<file path="config.mk">
export PLATFORM = sky130hd
export DESIGN_NAME = cot_gate_seq
export DESIGN_NICKNAME = d
export VERILOG_FILES = /design/src/rtl/cot_pkg.sv /design/src/rtl/cot_ontime.sv /design/src/rtl/cot_offtimer.sv /design/src/rtl/cot_seq_fsm.sv /design/src/rtl/cot_gate_seq.sv
export SDC_FILE = /design/constraint.sdc
export NUM_CORES = 1
export LEC_CHECK = 0
export ABC_CLOCK_PERIOD_IN_PS = 2600
export BUFFER_PORTS_ARGS = -buffer_cell sky130_fd_sc_hd__buf_2
export CELL_PAD_IN_SITES_DETAIL_PLACEMENT = 0
export CELL_PAD_IN_SITES_GLOBAL_PLACEMENT = 2
export CORE_UTILIZATION = 35
export CTS_CLUSTER_SIZE = 12
export DETAILED_ROUTE_END_ITERATION = 8
export PLACE_DENSITY_LB_ADDON = 0.08
export REMOVE_ABC_BUFFERS = 1
export SYNTH_ARGS = -nofsm -noshare
export SYNTH_HDL_FRONTEND = slang
export SYNTH_SLANG_ARGS = --single-unit
</file>
<file path="constraint.sdc">
create_clock -name clk -period 2.6 [get_ports clk]
set_input_delay 0.39 -clock clk [delete_from_list [all_inputs] [get_ports clk]]
set_output_delay 0.39 -clock clk [all_outputs]
set_load 0.01 [all_outputs]
</file>
<file path="src/rtl/cot_pkg.sv">
package cot_pkg;
  typedef enum logic [2:0] {
    ST_IDLE  = 3'd0,
    ST_DLH   = 3'd1,
    ST_HS    = 3'd2,
    ST_DHL   = 3'd3,
    ST_LS    = 3'd4,
    ST_CLAMP = 3'd5
  } cot_state_e;
endpackage

</file>
<file path="src/rtl/cot_ontime.sv">
module cot_ontime #(
  parameter int TON_W      = 8,
  parameter int ADD_CYC    = 5,
  parameter int MIN_ON_CYC = 11,
  localparam int CW        = TON_W + 1
) (
  input  logic [TON_W-1:0] ton_cyc,
  output logic [CW-1:0]    on_len
);
  logic [CW-1:0] raw_len;

  always_comb begin
    raw_len = {1'b0, ton_cyc} + CW'(ADD_CYC);
    if (raw_len < CW'(MIN_ON_CYC)) begin
      on_len = CW'(MIN_ON_CYC);
    end else begin
      on_len = raw_len;
    end
  end

  always_comb begin
    a_r3_floor_held: assert (on_len >= CW'(MIN_ON_CYC));
  end
endmodule

</file>
<file path="src/rtl/cot_offtimer.sv">
module cot_offtimer #(
  parameter int MIN_OFF_CYC = 44,
  localparam int OFFW       = $clog2(MIN_OFF_CYC + 1)
) (
  input  logic clk,
  input  logic rst_n,
  input  logic load,
  output logic off_done
);
  logic [OFFW-1:0] cnt_q, cnt_d;
  logic            cnt_en;

  always_comb begin
    cnt_en = load || (cnt_q != '0);
    if (load) begin
      cnt_d = OFFW'(MIN_OFF_CYC - 1);
    end else begin
      cnt_d = cnt_q - OFFW'(1);
    end
  end

  always_ff @(posedge clk or negedge rst_n) begin
    if (!rst_n) begin
      cnt_q <= '0;
    end else if (cnt_en) begin
      cnt_q <= cnt_d;
    end
  end

  assign off_done = (cnt_q == '0);

  a_r4_reload_blocks: assert property (@(posedge clk) disable iff (!rst_n)
    load |=> !off_done);
endmodule

</file>
<file path="src/rtl/cot_seq_fsm.sv">
module cot_seq_fsm
  import cot_pkg::*;
#(
  parameter int TON_W     = 8,
  parameter int DT_HL_CYC = 2,
  parameter int DT_LH_CYC = 4,
  localparam int CW       = TON_W + 1
) (
  input  logic          clk,
  input  logic          rst_n,
  input  logic          en,
  input  logic          force_ls,
  input  logic          skip_mode,
  input  logic          fb_low,
  input  logic          zc_det,
  input  logic          valley_oc,
  input  logic          neg_oc,
  input  logic          off_done,
  input  logic [CW-1:0] on_len,
  output logic          hs_leave,
  output logic          hs_q,
  output logic          ls_q
);
  localparam logic [CW-1:0] DLH_LOAD = CW'(DT_LH_CYC - 1);
  localparam logic [CW-1:0] DHL_LOAD = CW'(DT_HL_CYC - 1);

  cot_state_e    st_q, st_d;
  logic [CW-1:0] ph_q, ph_d;
  logic          trig;
  logic          ph_zero;
  logic          hs_d, ls_d;

  assign trig    = fb_low && !valley_oc && off_done;
  assign ph_zero = (ph_q == '0);

  always_comb begin
    st_d = st_q;
    ph_d = ph_q;
    if (!en) begin
      st_d = ST_IDLE;
      ph_d = '0;
    end else if (force_ls) begin
      st_d = ST_CLAMP;
      ph_d = '0;
    end else begin
      case (st_q)
        ST_IDLE: begin
          if (trig) begin
            st_d = ST_DLH;
            ph_d = DLH_LOAD;
          end
        end
        ST_DLH: begin
          if (ph_zero) begin
            st_d = ST_HS;
            ph_d = on_len - CW'(1);
          end else begin
            ph_d = ph_q - CW'(1);
          end
        end
        ST_HS: begin
          if (ph_zero) begin
            st_d = ST_DHL;
            ph_d = DHL_LOAD;
          end else begin
            ph_d = ph_q - CW'(1);
          end
        end
        ST_DHL: begin
          if (ph_zero) begin
            st_d = ST_LS;
          end else begin
            ph_d = ph_q - CW'(1);
          end
        end
        ST_LS: begin
          if (trig) begin
            st_d = ST_DLH;
            ph_d = DLH_LOAD;
          end else if (skip_mode && zc_det) begin
            st_d = ST_IDLE;
          end else if (!skip_mode && neg_oc) begin
            st_d = ST_IDLE;
          end
        end
        ST_CLAMP: begin
          st_d = ST_IDLE;
        end
        default: begin
          st_d = ST_IDLE;
          ph_d = '0;
        end
      endcase
    end
  end

  always_comb begin
    hs_d     = (st_d == ST_HS);
    ls_d     = (st_d == ST_LS) || (st_d == ST_CLAMP);
    hs_leave = (st_q == ST_HS) && (st_d != ST_HS);
  end

  always_ff @(posedge clk or negedge rst_n) begin
    if (!rst_n) begin
      st_q <= ST_IDLE;
      ph_q <= '0;
      hs_q <= 1'b0;
      ls_q <= 1'b0;
    end else begin
      st_q <= st_d;
      ph_q <= ph_d;
      hs_q <= hs_d;
      ls_q <= ls_d;
    end
  end

  a_r1_disable_off: assert property (@(posedge clk) disable iff (!rst_n)
    !en |=> (!hs_q && !ls_q));
  a_r2_no_overlap: assert property (@(posedge clk) disable iff (!rst_n)
    !(hs_q && ls_q));
  a_r5_gap_after_hs: assert property (@(posedge clk) disable iff (!rst_n)
    (hs_q && en && !force_ls) |=> !ls_q);
  a_r6_gap_before_hs: assert property (@(posedge clk) disable iff (!rst_n)
    (ls_q && en && !force_ls) |=> !hs_q);
  a_r7_skip_zero_cross: assert property (@(posedge clk) disable iff (!rst_n)
    (ls_q && en && !force_ls && skip_mode && zc_det) |=> !ls_q);
  a_r10_reverse_limit: assert property (@(posedge clk) disable iff (!rst_n)
    (ls_q && en && !force_ls && !skip_mode && neg_oc) |=> !ls_q);
  a_r11_clamp: assert property (@(posedge clk) disable iff (!rst_n)
    (en && force_ls) |=> (ls_q && !hs_q));
endmodule

</file>
<file path="src/rtl/cot_gate_seq.sv">
module cot_gate_seq #(
  parameter int TON_W       = 8,
  parameter int ADD_CYC     = 5,
  parameter int MIN_ON_CYC  = 11,
  parameter int MIN_OFF_CYC = 44,
  parameter int DT_HL_CYC   = 2,
  parameter int DT_LH_CYC   = 4
) (
  input  logic             clk,
  input  logic             rst_n,
  input  logic             en,
  input  logic             force_ls,
  input  logic             skip_mode,
  input  logic             fb_low,
  input  logic             zc_det,
  input  logic             valley_oc,
  input  logic             neg_oc,
  input  logic [TON_W-1:0] ton_cyc,
  output logic             hs_gate,
  output logic             ls_gate
);
  localparam int CW = TON_W + 1;

  logic [CW-1:0] on_len;
  logic          off_done;
  logic          hs_leave;

  cot_ontime #(
    .TON_W      (TON_W),
    .ADD_CYC    (ADD_CYC),
    .MIN_ON_CYC (MIN_ON_CYC)
  ) u_ontime (
    .ton_cyc (ton_cyc),
    .on_len  (on_len)
  );

  cot_offtimer #(
    .MIN_OFF_CYC (MIN_OFF_CYC)
  ) u_offtimer (
    .clk      (clk),
    .rst_n    (rst_n),
    .load     (hs_leave),
    .off_done (off_done)
  );

  cot_seq_fsm #(
    .TON_W     (TON_W),
    .DT_HL_CYC (DT_HL_CYC),
    .DT_LH_CYC (DT_LH_CYC)
  ) u_fsm (
    .clk       (clk),
    .rst_n     (rst_n),
    .en        (en),
    .force_ls  (force_ls),
    .skip_mode (skip_mode),
    .fb_low    (fb_low),
    .zc_det    (zc_det),
    .valley_oc (valley_oc),
    .neg_oc    (neg_oc),
    .off_done  (off_done),
    .on_len    (on_len),
    .hs_leave  (hs_leave),
    .hs_q      (hs_gate),
    .ls_q      (ls_gate)
  );

  a_r4_min_off_met: assert property (@(posedge clk) disable iff (!rst_n)
    $rose(hs_gate) |-> off_done);
  a_r9_valley_hold: assert property (@(posedge clk) disable iff (!rst_n)
    (!hs_gate && valley_oc && $past(valley_oc) && $past(valley_oc, 2)
     && $past(valley_oc, 3) && $past(valley_oc, 4) && $past(valley_oc, 5))
    |=> !hs_gate);
endmodule

</file>
==> metrics.txt, run 1 <==
hold-fix buffers at CTS=0; average size of a mapped cell=8.24 sq um; pwr dens=588 mW/mm^2; Worst Setup EP=u_fsm.ph_q[1]; clock tree root buffer cell=clkbuf_8; ys flop type=dfrtp_1; Req. time, crit path=2.79 ns; worst-path maximum fanout=7; via count=1635; WP depth=11; Async SR Flop Fraction=100%; CORE AREA=0.00447 sq mm; worst hold path type=in2async; reg-to-reg slack, setup=0.27 ns; minimum clock period=2.46 ns; Placed Cells=282; Top delay family on crit path=simple AND/OR/NAND/NOR gates; Die X=71.3 microns; Setup-failing EPs final=0; DRT Pass-1 Iters=6; Register-to-Register Path Depth=8; IO Count=19; dpl hpwl=3380 microns; Max Fclk=0.406 GHz; # rows=24; area of the die=0.00509 sq mm; fin worst setup slack=0.137 ns; setup tns final=0 ns; insertion delay of the later-clocked pin in the worst-skew pair=0.26 ns; maximum VDD drop=327 uV; Tot Pwr=1.17 mW; Buf/Inv on CP=1; first-pass GRT wire length=7480 microns; worst reg2reg path startpoint=u_fsm.ph_q[0]; failing checks=DRC; crit path max-delay cell type=and4bb_1; Top cell by count, worst path=ha_1; Mapped Cells=204; RD Place Congestion=0.814; antenna-violating nets left=0; critical path cell sequence=buf_2, ha_1, and4bb_1, mux2i_1, a22oi_1, nor2b_1, ha_1, or3_1, a21oi_1, nor2_1, o21ai_1; Post-layout nets=257; H-Tree Depth=1; Port Buffers=18; Final Hold Fails=0; All-Layer GR Usage=18.7%; sequential area share after synthesis=29.8%; gr ovfl total=0; Yosys cell types=53; status=complete, but fails checks; CTS buffer count=3; RSZ-0062 raised after global routing=false; Post-Layout Cell Count=287; Starting Density=37.6%; Setup crit start kind=input pin; Clock transition at path regs=0.08 ns; Synth Cell Area=0.00168 sq mm; end of the worst register-to-register path=u_fsm.ph_q[8]; Slew Limit Fails=0; WP data arrival=2.65 ns; DRC=1; Synth Warn #=0; clock skew=0.00264 ns; initial antenna violation count=0; share of layout cells above drive strength 1=20.0%; Slew HR=67.7%; CTS tree=yes; drt wl/cell=15.4 microns; Post-synth EDFFs=0; maximum root-to-sink buffer count=2; period utilisation layout=94.7%; WL final=4420 microns; vias in the first global route=1592; DRT iter0 DRCs=98; # fillers=442; routed vias/inst=5.70; Seq cells post-synth=20; critical path startpoint=ton_cyc[0]; max-cap viol count=0; Layout area overhead=18.0%; worst slack at placement=-0.112 ns; die height=71.3 microns; critical path class=in2reg; maximum number of pins on one net before global-route repair=21; Worst Max-Slew Pin Slew=0.482 ns; leakage power=0.852 nW; CP endpoint kind=flop; clock sinks=20; CP peak stage delay=0.34 ns; # diodes=0
cells in the final DEF, fill, tap and decap left out, types with 5 or more instances in the layout:
cell type	instances
nor2_1	20
dfrtp_1	20
buf_2	18
nand2_1	17
buf_4	17
a21oi_1	14
xnor2_1	14
nor3_1	10
o21ai_1	9
inv_1	6
nor2b_1	5
a21o_1	5
xor2_1	5
o211ai_1	5
layout make-up:
type / instances / area (sq um) / area share [%]
Tap cell: 52 / 65.1 / 3.28
Sequential cell: 20 / 500 / 25.2
Inverter: 7 / 26.3 / 1.32
Clock buffer: 4 / 55.1 / 2.77
Multi-Input combinational cell: 169 / 1120 / 56.4
Timing Repair Buffer: 35 / 218 / 11.0
synthesized netlist by cell type (2+ instances only):
cell       n  area, sq um
dfrtp_1   20          500
nor2_1    20         75.1
nand2_1   17         63.8
a21oi_1   14         70.1
xnor2_1   14          123
nor3_1    10         50.1
o21ai_1    9         45.0
inv_1      6         22.5
a21o_1     5         37.5
nor2b_1    5         31.3
o211ai_1   5         37.5
xor2_1     5         43.8
clkbuf_1   4         15.0
ha_1       4         50.1
or3_1      4         25.0
buf_2      3         15.0
nand2b_1   3         18.8
nand3_1    3         15.0
nand4b_1   3         26.3
nor4_1     3         18.8
or3b_1     3         26.3
or4_1      3         22.5
a211oi_1   2         15.0
a21boi_1   2         15.0
a311oi_1   2         17.5
a31oi_1    2         12.5
and2_1     2         12.5
mux2i_1    2         20.0
nand3b_1   2         15.0
nor4_2     2         25.0
o21ai_0    2         10.0
o31ai_1    2         15.0
metrics by stage:
step / hold slack (ns) / instance area (sq um) / utilization [%]
final: 0.0786 / 1980 / 44.4
after global routing: 0.111 / 1980 / 44.4
after CTS: 0.0909 / 1970 / 44.0
after detailed placement: 0.383 / 1920 / 42.8
after global placement: 0.373 / 1920 / 42.8
after floorplan: 0.0944 / 1640 / -
cell families after synthesis:
| logic type | share of synthesized area, % |
|---|---|
| compound gates | 22.2 |
| buf+inv | 4.02 |
| xor+xnor | 9.90 |
| flops | 29.8 |
| mux | 1.19 |
| simple gates | 29.9 |
| fa+ha+maj | 2.98 |
worst register-to-register path: stages (launching register included):
cell and delay, ns:
dfrtp_1 0.45, inv_1 0.09, ha_1 0.23, nor4b_2 0.40, nand2_1 0.13, o41ai_1 0.37, a21o_1 0.34, a2bb2oi_1 0.12
a21oi_1 0.14
repair_timing:
action                                  CTS  global route
setup buffers                             0             1
endpoints found under the setup margin    0             2
resized for setup                         0             1
worst min path at each step:
stage,start,endpoint,cells past startpoint
2_1_floorplan,rst_n,u_fsm.hs_q,0
3_3_place_gp,rst_n,u_fsm.ls_q,1
3_5_place_dp,rst_n,u_fsm.hs_q,1
4_1_cts,rst_n,u_fsm.hs_q,1
5_1_grt,rst_n,u_fsm.hs_q,1
6_report,rst_n,u_fsm.hs_q,1
power breakdown:
part | internal (mW) | switching (mW) | leakage, nW | total, mW
combinational | 0.219 | 0.255 | 0.560 | 0.474
clock | 0.135 | 0.111 | 0.0288 | 0.246
sequential | 0.373 | 0.0750 | 0.263 | 0.448
total | 0.726 | 0.441 | 0.852 | 1.17
registers in the layout, indices dropped and copies added (netlist names):
| register | count |
|---|---|
| u_fsm.hs_q | 1 |
| u_offtimer.cnt_q | 6 |
| u_fsm.st_q | 3 |
| u_fsm.ph_q | 9 |
| u_fsm.ls_q | 1 |
per-layer routing:
metal | track usage, % | share of wire [%] | up-vias
met1 | 26.1 | 50 | 782
met5 | 0 | 0 | -
li1 | - | - | 821
met2 | 30.2 | 46 | 30
met3 | 2.53 | 3.3 | 2
met4 | 5.33 | 0.66 | 0
No activity file was read; power rests on OpenSTA's default activity.
==> inputs of run 2 (changes only) <==
- CORE_UTILIZATION: 35 -> 36
- CTS_BUF_LIST: unset -> sky130_fd_sc_hd__clkbuf_8
==> run 2 against run 1 <==
Compared with the run above: clock skew is 0.0059 ns higher; largest power group unchanged; cell count is 1.0% lower; the run now ends clean; worst setup slack worse by 0.0049 ns; largest cell class unchanged; clock power is 31% higher; flip-flop and latch count stayed put; via count is 3.2% lower.
==> metrics.txt, run 2 (same netlist as run 1, synthesis figures left out) <==
routed vias/inst=5.57; Top Usage Layer GRT=met2; minimum clock period=2.47 ns; Worst Max-Slew Pin Slew=0.475 ns; DRT Pass-1 Iters=4; dpl hpwl=3300 microns; pwr dens=630 mW/mm^2; # fillers=449; setup tns final=0 ns; status=finished clean; largest reg by FF count=u_fsm.ph_q; period utilisation layout=94.9%; antenna-violating nets left=0; die height=70.3 microns; worst-path maximum fanout=7; maximum VDD drop=328 uV; drt wl/cell=15.1 microns; share of layout cells above drive strength 1=19.4%; GRT met3 Usage=2.31%; clock skew=0.00853 ns; Layout area overhead=17.9%; commonest non-fill, non-tap cells in the layout=20 x nor2_1, 20 x dfrtp_1, 18 x buf_2, 17 x nand2_1; worst hold path type=in2async; Setup crit start kind=input pin; Slew Limit Fails=0; Setup-failing EPs final=0; WP data arrival=2.66 ns; vias in the first global route=1501; clock sinks=20; area of the die=0.00495 sq mm; CP endpoint kind=flop; Die X=70.3 microns; Req. time, crit path=2.79 ns; insertion delay of the later-clocked pin in the worst-skew pair=0.27 ns; IO Count=19; Port Buffers=18; Slew HR=68.1%; Max Fclk=0.405 GHz; Top Registers=u_fsm.ph_q (9), u_offtimer.cnt_q (6), u_fsm.st_q (3); Post-layout nets=254; RD Place Congestion=0.882; CTS tree=yes; critical path class=in2reg; leakage power=0.846 nW; maximum number of pins on one net before global-route repair=21; Starting Density=38.1%; All-Layer GR Usage=18.1%; clock tree root buffer cell=clkbuf_8; CORE AREA=0.00441 sq mm; WL final=4290 microns; met1 usage=26.2%; max-cap viol count=0; Min Hold Slack=0.0679 ns; H-Tree Depth=1; CTS buffer count=3; maximum root-to-sink buffer count=2; # rows=24; initial antenna violation count=0; # diodes=0; Clock transition at path regs=0.09 ns; gr ovfl total=0; max reg flops=9; DRT iter0 DRCs=67; Final Hold Fails=0; DRC=0; met2 GRT Util=28.4%; first-pass GRT wire length=7200 microns; via count=1583
## run 2: cell count changes in the layout (fill, tap and decap cells not counted), sizes merged
cell    before  now
bufinv       0    1
buf         35   32
clkbuf       4    3
## run 2: layer usage
layer / vias to the layer above / part of all wire [%] / routed length, microns
met5: - / 0 / 0
met1: 741 / 49 / 2110
met4: 0 / 0.40 / 17
met2: 35 / 46 / 1980
li1: 805 / - / -
met3: 2 / 4.3 / 184
## run 2: final cells by class
cell class | count | area, sq um | area share, %
Tap cell | 52 | 65.1 | 3.28
Timing Repair Buffer | 32 | 195 | 9.85
Inverter | 7 | 26.3 | 1.33
Sequential cell | 20 | 500 | 25.3
Clock inverter | 1 | 30.0 | 1.52
Multi-Input combinational cell | 169 | 1120 | 56.7
Clock buffer | 3 | 41.3 | 2.08
## run 2: critical path, cell delays in order
cell	delay [ns]
buf_2	0.10
ha_1	0.27
and4bb_1	0.34
mux2i_2	0.27
a22oi_1	0.16
nor2b_1	0.19
ha_1	0.26
or3_1	0.34
a21oi_1	0.15
nor2_1	0.05
o21ai_1	0.13
## run 2: power breakdown
part / total (mW) / internal [mW] / switching, mW
clock: 0.322 / 0.206 / 0.117
sequential: 0.449 / 0.372 / 0.0769
combinational: 0.476 / 0.223 / 0.254
## run 2: worst paths after layout
path                            cells after the start                   to  slack [ns]                start
worst min-delay path                                1           u_fsm.hs_q        0.07                rst_n
max in group asynchronous                           1        u_fsm.ph_q[4]        2.19                rst_n
worst max-delay path                               11        u_fsm.ph_q[1]        0.13           ton_cyc[0]
worst max register to register                      8  u_offtimer.cnt_q[5]        0.30        u_fsm.ph_q[0]
worst min register to register                      2  u_offtimer.cnt_q[1]        0.56  u_offtimer.cnt_q[1]
min in group clk                                    2        u_fsm.st_q[0]        0.40                   en
## run 2: stage by stage
stage	cells	worst slack (ns)	instance area (sq um)	total power, mW	util, %
after floorplan	196	0.0579	1640	0.765	-
after global placement	279	-0.0354	1890	0.906	42.9
after detailed placement	279	-0.127	1890	0.926	42.9
after CTS	283	0.140	1960	1.26	44.5
after global routing	284	-0.0126	1980	1.36	44.9
final	284	0.132	1980	1.25	44.9
## run 2: repair_timing
item / in CTS / in global routing
endpoints found under the setup margin: 0 / 2
setup buffers: 0 / 1
hold buffers: 0 / 0
resized for setup: 0 / 2
